$ cat src/rtl/clkctl_pkg.sv
package clkctl_pkg;

    localparam int unsigned REG_W    = 8;
    localparam int unsigned CMD_W    = 4;
    localparam int unsigned EN_BIT   = 7;
    localparam int unsigned RDY_BIT  = 4;
    localparam logic [REG_W-1:0] KEY_BYTE = 8'h80;

    typedef enum logic {
        ULK_LOCKED,
        ULK_OPEN
    } ulk_state_e;

    typedef enum logic [1:0] {
        RDY_WAIT_RISE,
        RDY_WAIT_DROP,
        RDY_SET
    } rdy_state_e;

endpackage

$ cat src/rtl/clkctl_unlock.sv
module clkctl_unlock
    import clkctl_pkg::*;
#(
    parameter int unsigned WIN_CYCLES = 4
) (
    input  logic             clk,
    input  logic             rst_n,
    input  logic             wr_stb,
    input  logic [REG_W-1:0] wdata,
    output logic             en_o,
    output logic             accept_o,
    output logic [CMD_W-1:0] cmd_o,
    output logic             cmd_valid_o
);

    localparam int unsigned CW = (WIN_CYCLES > 2) ? $clog2(WIN_CYCLES) : 1;
    localparam int unsigned RW = CW + 2;

    ulk_state_e    state_q, state_d;
    logic [CW-1:0] cnt_q, cnt_d;
    logic          key_hit, cmd_hit;
    logic [CMD_W-1:0] cmd_q;
    logic          valid_q;

    always_comb begin
        key_hit = wr_stb && (wdata == KEY_BYTE);
        cmd_hit = wr_stb && (wdata != KEY_BYTE);
    end

    // next-state logic
    always_comb begin
        state_d = state_q;
        cnt_d   = cnt_q;
        unique case (state_q)
            ULK_LOCKED: begin
                if (key_hit) begin
                    state_d = ULK_OPEN;
                    cnt_d   = CW'(WIN_CYCLES - 1);
                end
            end
            ULK_OPEN: begin
                if (cmd_hit) begin
                    state_d = ULK_LOCKED;
                    cnt_d   = '0;
                end else if (cnt_q == '0) begin
                    state_d = ULK_LOCKED;
                end else begin
                    cnt_d = cnt_q - 1'b1;
                end
            end
            default: begin
                state_d = ULK_LOCKED;
                cnt_d   = '0;
            end
        endcase
    end

    // state register
    always_ff @(posedge clk or negedge rst_n) begin
        if (!rst_n) begin
            state_q <= ULK_LOCKED;
            cnt_q   <= '0;
        end else begin
            state_q <= state_d;
            cnt_q   <= cnt_d;
        end
    end

    // outputs
    always_comb begin
        en_o     = (state_q == ULK_OPEN);
        accept_o = (state_q == ULK_OPEN) && cmd_hit;
    end

    always_ff @(posedge clk or negedge rst_n) begin
        if (!rst_n) begin
            cmd_q   <= '0;
            valid_q <= 1'b0;
        end else begin
            valid_q <= accept_o;
            if (accept_o) cmd_q <= wdata[CMD_W-1:0];
        end
    end

    assign cmd_o       = cmd_q;
    assign cmd_valid_o = valid_q;

    // checking support: length of the current open run
    logic [RW-1:0] open_run_q;
    always_ff @(posedge clk or negedge rst_n) begin
        if (!rst_n)    open_run_q <= '0;
        else if (en_o) open_run_q <= open_run_q + 1'b1;
        else           open_run_q <= '0;
    end

    a_r2_open_needs_key: assert property (@(posedge clk) disable iff (!rst_n)
        $rose(en_o) |-> $past(wr_stb && wdata == KEY_BYTE));

    a_r3_window_bound: assert property (@(posedge clk) disable iff (!rst_n)
        open_run_q <= RW'(WIN_CYCLES));

    a_r3_window_exact: assert property (@(posedge clk) disable iff (!rst_n)
        ($fell(en_o) && !$past(accept_o)) |-> open_run_q == RW'(WIN_CYCLES));

    a_r4_accept_closes: assert property (@(posedge clk) disable iff (!rst_n)
        cmd_valid_o |-> !en_o);

    a_r5_rewrite_keeps: assert property (@(posedge clk) disable iff (!rst_n)
        (en_o && key_hit && cnt_q != '0) |=> en_o);

    a_r8_cmd_stable: assert property (@(posedge clk) disable iff (!rst_n)
        !cmd_valid_o |-> $stable(cmd_o));

    a_r8_single_pulse: assert property (@(posedge clk) disable iff (!rst_n)
        cmd_valid_o |=> !cmd_valid_o);

endmodule

$ cat src/rtl/clkctl_ready.sv
module clkctl_ready
    import clkctl_pkg::*;
#(
    parameter int unsigned SYNC_STAGES = 2
) (
    input  logic clk,
    input  logic rst_n,
    input  logic avail_async,
    input  logic req_i,
    output logic ready_o
);

    logic       lvl;
    rdy_state_e state_q, state_d;

    generate
        if (SYNC_STAGES <= 1) begin : g_sync1
            logic s_q;
            always_ff @(posedge clk or negedge rst_n) begin
                if (!rst_n) s_q <= 1'b0;
                else        s_q <= avail_async;
            end
            assign lvl = s_q;
        end else begin : g_syncn
            logic [SYNC_STAGES-1:0] s_q;
            always_ff @(posedge clk or negedge rst_n) begin
                if (!rst_n) s_q <= '0;
                else        s_q <= {s_q[SYNC_STAGES-2:0], avail_async};
            end
            assign lvl = s_q[SYNC_STAGES-1];
        end
    endgenerate

    always_comb begin
        state_d = state_q;
        if (req_i) begin
            state_d = RDY_WAIT_DROP;
        end else begin
            unique case (state_q)
                RDY_WAIT_RISE: if (lvl)  state_d = RDY_SET;
                RDY_WAIT_DROP: if (!lvl) state_d = RDY_WAIT_RISE;
                RDY_SET:       if (!lvl) state_d = RDY_WAIT_RISE;
                default:                 state_d = RDY_WAIT_RISE;
            endcase
        end
    end

    always_ff @(posedge clk or negedge rst_n) begin
        if (!rst_n) state_q <= RDY_WAIT_RISE;
        else        state_q <= state_d;
    end

    always_comb ready_o = (state_q == RDY_SET);

    a_r9_req_clears: assert property (@(posedge clk) disable iff (!rst_n)
        req_i |=> !ready_o);

    a_r10_rise_needs_level: assert property (@(posedge clk) disable iff (!rst_n)
        $rose(ready_o) |-> $past(lvl));

    a_r10_low_drops: assert property (@(posedge clk) disable iff (!rst_n)
        (!lvl && !req_i) |=> !ready_o);

endmodule

$ cat src/rtl/clkctl_guard.sv
module clkctl_guard
    import clkctl_pkg::*;
#(
    parameter int unsigned WIN_CYCLES  = 4,
    parameter int unsigned SYNC_STAGES = 2
) (
    input  logic             clk,
    input  logic             rst_n,
    input  logic             bus_sel,
    input  logic             bus_wr,
    input  logic [REG_W-1:0] bus_wdata,
    output logic [REG_W-1:0] bus_rdata,
    input  logic             avail_stable,
    output logic             cmd_valid,
    output logic [CMD_W-1:0] cmd_code
);

    logic wr_stb;
    logic en, accept, ready;

    assign wr_stb = bus_sel && bus_wr;

    clkctl_unlock #(.WIN_CYCLES(WIN_CYCLES)) u_unlock (
        .clk         (clk),
        .rst_n       (rst_n),
        .wr_stb      (wr_stb),
        .wdata       (bus_wdata),
        .en_o        (en),
        .accept_o    (accept),
        .cmd_o       (cmd_code),
        .cmd_valid_o (cmd_valid)
    );

    clkctl_ready #(.SYNC_STAGES(SYNC_STAGES)) u_ready (
        .clk         (clk),
        .rst_n       (rst_n),
        .avail_async (avail_stable),
        .req_i       (accept),
        .ready_o     (ready)
    );

    always_comb begin
        bus_rdata = '0;
        if (bus_sel) begin
            bus_rdata[EN_BIT]      = en;
            bus_rdata[RDY_BIT]     = ready;
            bus_rdata[CMD_W-1:0]   = cmd_code;
        end
    end

    a_r7_reserved_zero: assert property (@(posedge clk) disable iff (!rst_n)
        bus_rdata[6:5] == 2'b00);

    a_r11_idle_read_zero: assert property (@(posedge clk) disable iff (!rst_n)
        !bus_sel |-> bus_rdata == '0);

endmodule

$ cat config.mk
export PLATFORM = sky130hd
export DESIGN_NAME = clkctl_guard
export DESIGN_NICKNAME = d
export VERILOG_FILES = /design/src/rtl/clkctl_pkg.sv /design/src/rtl/clkctl_unlock.sv /design/src/rtl/clkctl_ready.sv /design/src/rtl/clkctl_guard.sv
export SDC_FILE = /design/constraint.sdc
export NUM_CORES = 1
export LEC_CHECK = 0
export ABC_CLOCK_PERIOD_IN_PS = 1000
export BUFFER_PORTS_ARGS = -buffer_cell sky130_fd_sc_hd__buf_4
export CAP_MARGIN = 20
export CORE_MARGIN = 5
export CORE_UTILIZATION = 35
export DETAILED_ROUTE_END_ITERATION = 12
export MAX_ROUTING_LAYER = met4
export PLACE_DENSITY_LB_ADDON = 0.3
export RECOVER_POWER = 50
export SETUP_SLACK_MARGIN = 0.2
export SYNTH_ARGS = -nofsm -noshare
export SYNTH_HDL_FRONTEND = slang
export SYNTH_SLANG_ARGS = --single-unit
$ cat constraint.sdc
create_clock -name clk -period 1 [get_ports clk]
set_input_delay 0.15 -clock clk [delete_from_list [all_inputs] [get_ports clk]]
set_output_delay 0.15 -clock clk [all_outputs]
set_load 0.005 [all_outputs]
==> results.yml <==
status:
  status: "finished, violations left"
  violations: "setup timing"
pwr:
  powerDensity_nw_per_um2: 2440
  power.leakage_nw: 0.6034
  p_switching_mw: 0.9409
  p_int_mw: 2.082
  p_seq_share_pct: 25.3
  peakVddDrop_v: 0.001439
  swShare_pct: 31.13
  clkPwrFrac_pct: 12.9
  comb_power_share_pct: 61.8
timing:
  layout_setup_ws_ns: -0.2957
  hold_slack_ns: 0.1359
  rsz0062_at_grt: "true"
  skew_ns: 0.002759
  finalCriticalPeriod_ns: 1.296
  drv_slew: 0
  fmax_mhz: 771.8
  hold_viol: 0
  setup_viol: 18
  period_share_pct: 129.6
placed_design:
  post_dp_cell_area_sq_um: 922.1
  finalWeightedCongestion: 0.7395
  pre_cts_ws_ns: -0.2453
  hpwl_microns: 1141
  portBuffers: 23
  place_inst: 114
worst_hold_path:
  min_from: "bus_wdata[2]"
  hold_class: "in2reg"
  hold_end: "u_unlock.cmd_o[2]"
  min_path_cells: 2
synthesis:
  synth_top_area_cell: "dfrtp_1"
  syn_avg_cell_area_sq_um: 11.44
  synth_seq_cells: 12
  synth.distinct_cells: 24
  synthFlopType: "dfrtp_1"
  synthTopCellsByArea: "dfrtp_1, and2_1, ha_1"
  yosysTopAreaCellShare_pct: 46.07
  ys_seq_area_share_pct: 46.07
  synth-edff-count: 0
  synthArstFlopShare_pct: 100.0
  netlist_area_sq_um: 651.9
  synth.most_common_cell: "dfrtp_1"
  synthTopCellsByCount: "dfrtp_1, and2_1, inv_1"
  syn-instance-count: 57
  yosysWarnings: 0
layout:
  nFillCells: 128
  n_antenna_cell: 0
  stdcell_count: 134
  fin_nets: 126
  fin_util_pct: 70.97
  drive_above_1_share_pct: 70.64
  final_area_sq_um: 1239
  synthToLayoutAreaGrowth_pct: 90.02
drt:
  viasPerCell: 4.493
  postRouteAntennaNets: 0
  drtIter0Drc: 3
  first_pass_iters: 2
  vias: 602
  wl_microns: 1710
  detail_route.wl_per_cell_microns: 12.76
  drc: 0
job:
  cap_violations: 0
worst_setup_path:
  cp-end-kind: "output port"
  r2r-end: "u_ready.state_q[1]"
  crit_arrival_ns: 1.15
  setup.worst_path.class: "reg2out"
  ff2ff_path_depth: 6
  critPathRequiredTime_ns: 0.85
  r2r_setup_slack_ns: -0.18
  crit_fanout: 2
  rr_startpoint: "u_ready.state_q[1]"
  cp-start-kind: "flip-flop"
die:
  die_w_microns: 53.16
  dieArea_sq_um: 2825
  die_y_microns: 53.16
  floorplan.initialDensity_pct: 37.35
  placementRows: 15
  core_area_sq_um: 1745
  ioPinCount: 26
clock_tree:
  h-tree-depth: 1
  cts.sinks: 12
  root_buffer: "clkbuf_4"
  cts_made_buffers: 3
  clk_latency_ns: 0.27
  clk_path_buf_depth: 2
  path_clk_slew_ns: 0.08
  cts_tree: "done"
global_routing:
  grt_use_total_pct: 15.08
  antenna_found_initial: 0
  grt_max_degree: 13
  grt_pass1_wl_microns: 2953
  grt_remaining_overflow: 0
  grt_pass1_vias: 667
-- cell families (layout without fill, tap and decap cells) --
| group | count (synthesis) | after routing | share of synthesized area (%) |
|---|---|---|---|
| DFF | 12 | 12 | 46.07 |
| AOI/OAI and AO/OA | 14 | 14 | 17.27 |
| other | 1 | 2 | 0.5753 |
| and+or+nand+nor | 19 | 19 | 24.57 |
| buffers and inverters | 8 | 59 | 5.757 |
| adders and majority gates | 3 | 3 | 5.759 |
-- cells in the final DEF, fill, tap and decap left out, drive strengths merged --
master / synthesis / layout
a21bo: 1 / 1
a21boi: 1 / 1
a21oi: 3 / 3
a221oi: 1 / 1
a22o: 4 / 4
and2: 8 / 8
and3: 1 / 1
and3b: 1 / 1
buf: 2 / 46
clkbuf: 0 / 5
conb: 1 / 2
dfrtp: 12 / 12
dlygate4sd3: 0 / 2
ha: 3 / 3
inv: 6 / 6
nand2: 1 / 1
nand2b: 1 / 1
nand3b: 2 / 2
nor2: 1 / 1
nor3: 1 / 1
nor4: 1 / 1
nor4b: 1 / 1
o21ai: 3 / 3
o221ai: 1 / 1
or2: 1 / 1
-- flip-flops by register name (all words and copies together) (netlist names) --
name                  flops
u_ready.g_syncn.s_q       2
u_unlock.en_o             1
u_unlock.cmd_o            4
u_ready.state_q           2
u_unlock.cmd_valid_o      1
u_unlock.cnt_q            2
-- layer usage --
layer,vias up,global-route usage (%),wire (microns)
met5,-,-,0
met4,0,5.106,16
met3,3,3.662,119
met2,20,25.62,868
met1,281,17.33,705
li1,298,-,-
-- power groups by stage --
| stage | Clock (mW) | Combinational, mW | Sequential, mW |
|---|---|---|---|
| after CTS | 0.403 | 1.80 | 0.762 |
| final | 0.390 | 1.87 | 0.765 |
| after detailed placement | 0 | 0.989 | 0.774 |
| after global placement | 0 | 0.957 | 0.771 |
| after floorplan | 0 | 0.503 | 0.765 |
| after global routing | 0.429 | 2.01 | 0.788 |
-- worst max-delay path by stage --
stage                            start                end  slack, ns  cells after the start
global route        u_ready.state_q[1]       bus_rdata[4]      -0.34                      4
CTS                 u_ready.state_q[1]       bus_rdata[4]      -0.33                      4
detailed placement   u_unlock.cnt_q[0]  u_unlock.cnt_q[1]      -0.25                      5
floorplan                u_unlock.en_o  u_unlock.cmd_o[0]      -0.13                      3
global placement     u_unlock.cnt_q[0]  u_unlock.cnt_q[1]      -0.17                      5
finish              u_ready.state_q[1]       bus_rdata[4]      -0.30                      4
-- worst max-delay path: stages (launching register included) --
cell and delay [ns]:
dfrtp_1 0.39, buf_6 0.12, ha_4 0.13, and2_4 0.12, buf_6 0.10
-- cell type report --
cell class              instances  area (sq um)  area share, %
inverters                       6         27.53          2.222
repair buffers                 49         437.9          35.35
well taps                      25         31.28          2.525
flip-flops and latches         12         301.5          24.34
multi-input cells              38         404.1          32.63
clock buffers                   4         36.28          2.929
-- timing repair --
item / in CTS / in global routing
setup endpoints to repair: 21 / 21
hold buffers: 2 / 0
endpoints found under the hold margin: 13 / 0
cloned: 0 / 0
setup buffers: 14 / 0
pin swaps: 11 / 2
resized for setup: 36 / 7
-- per-stage QoR --
stage | total power, mW | TNS [ns]
floorplan | 1.268 | -0.8670
global placement | 1.728 | -1.245
detailed placement | 1.763 | -1.427
CTS | 2.964 | -2.302
global route | 3.231 | -2.889
finish | 3.023 | -2.037
Note: power is estimated with default switching activity, not from simulation.
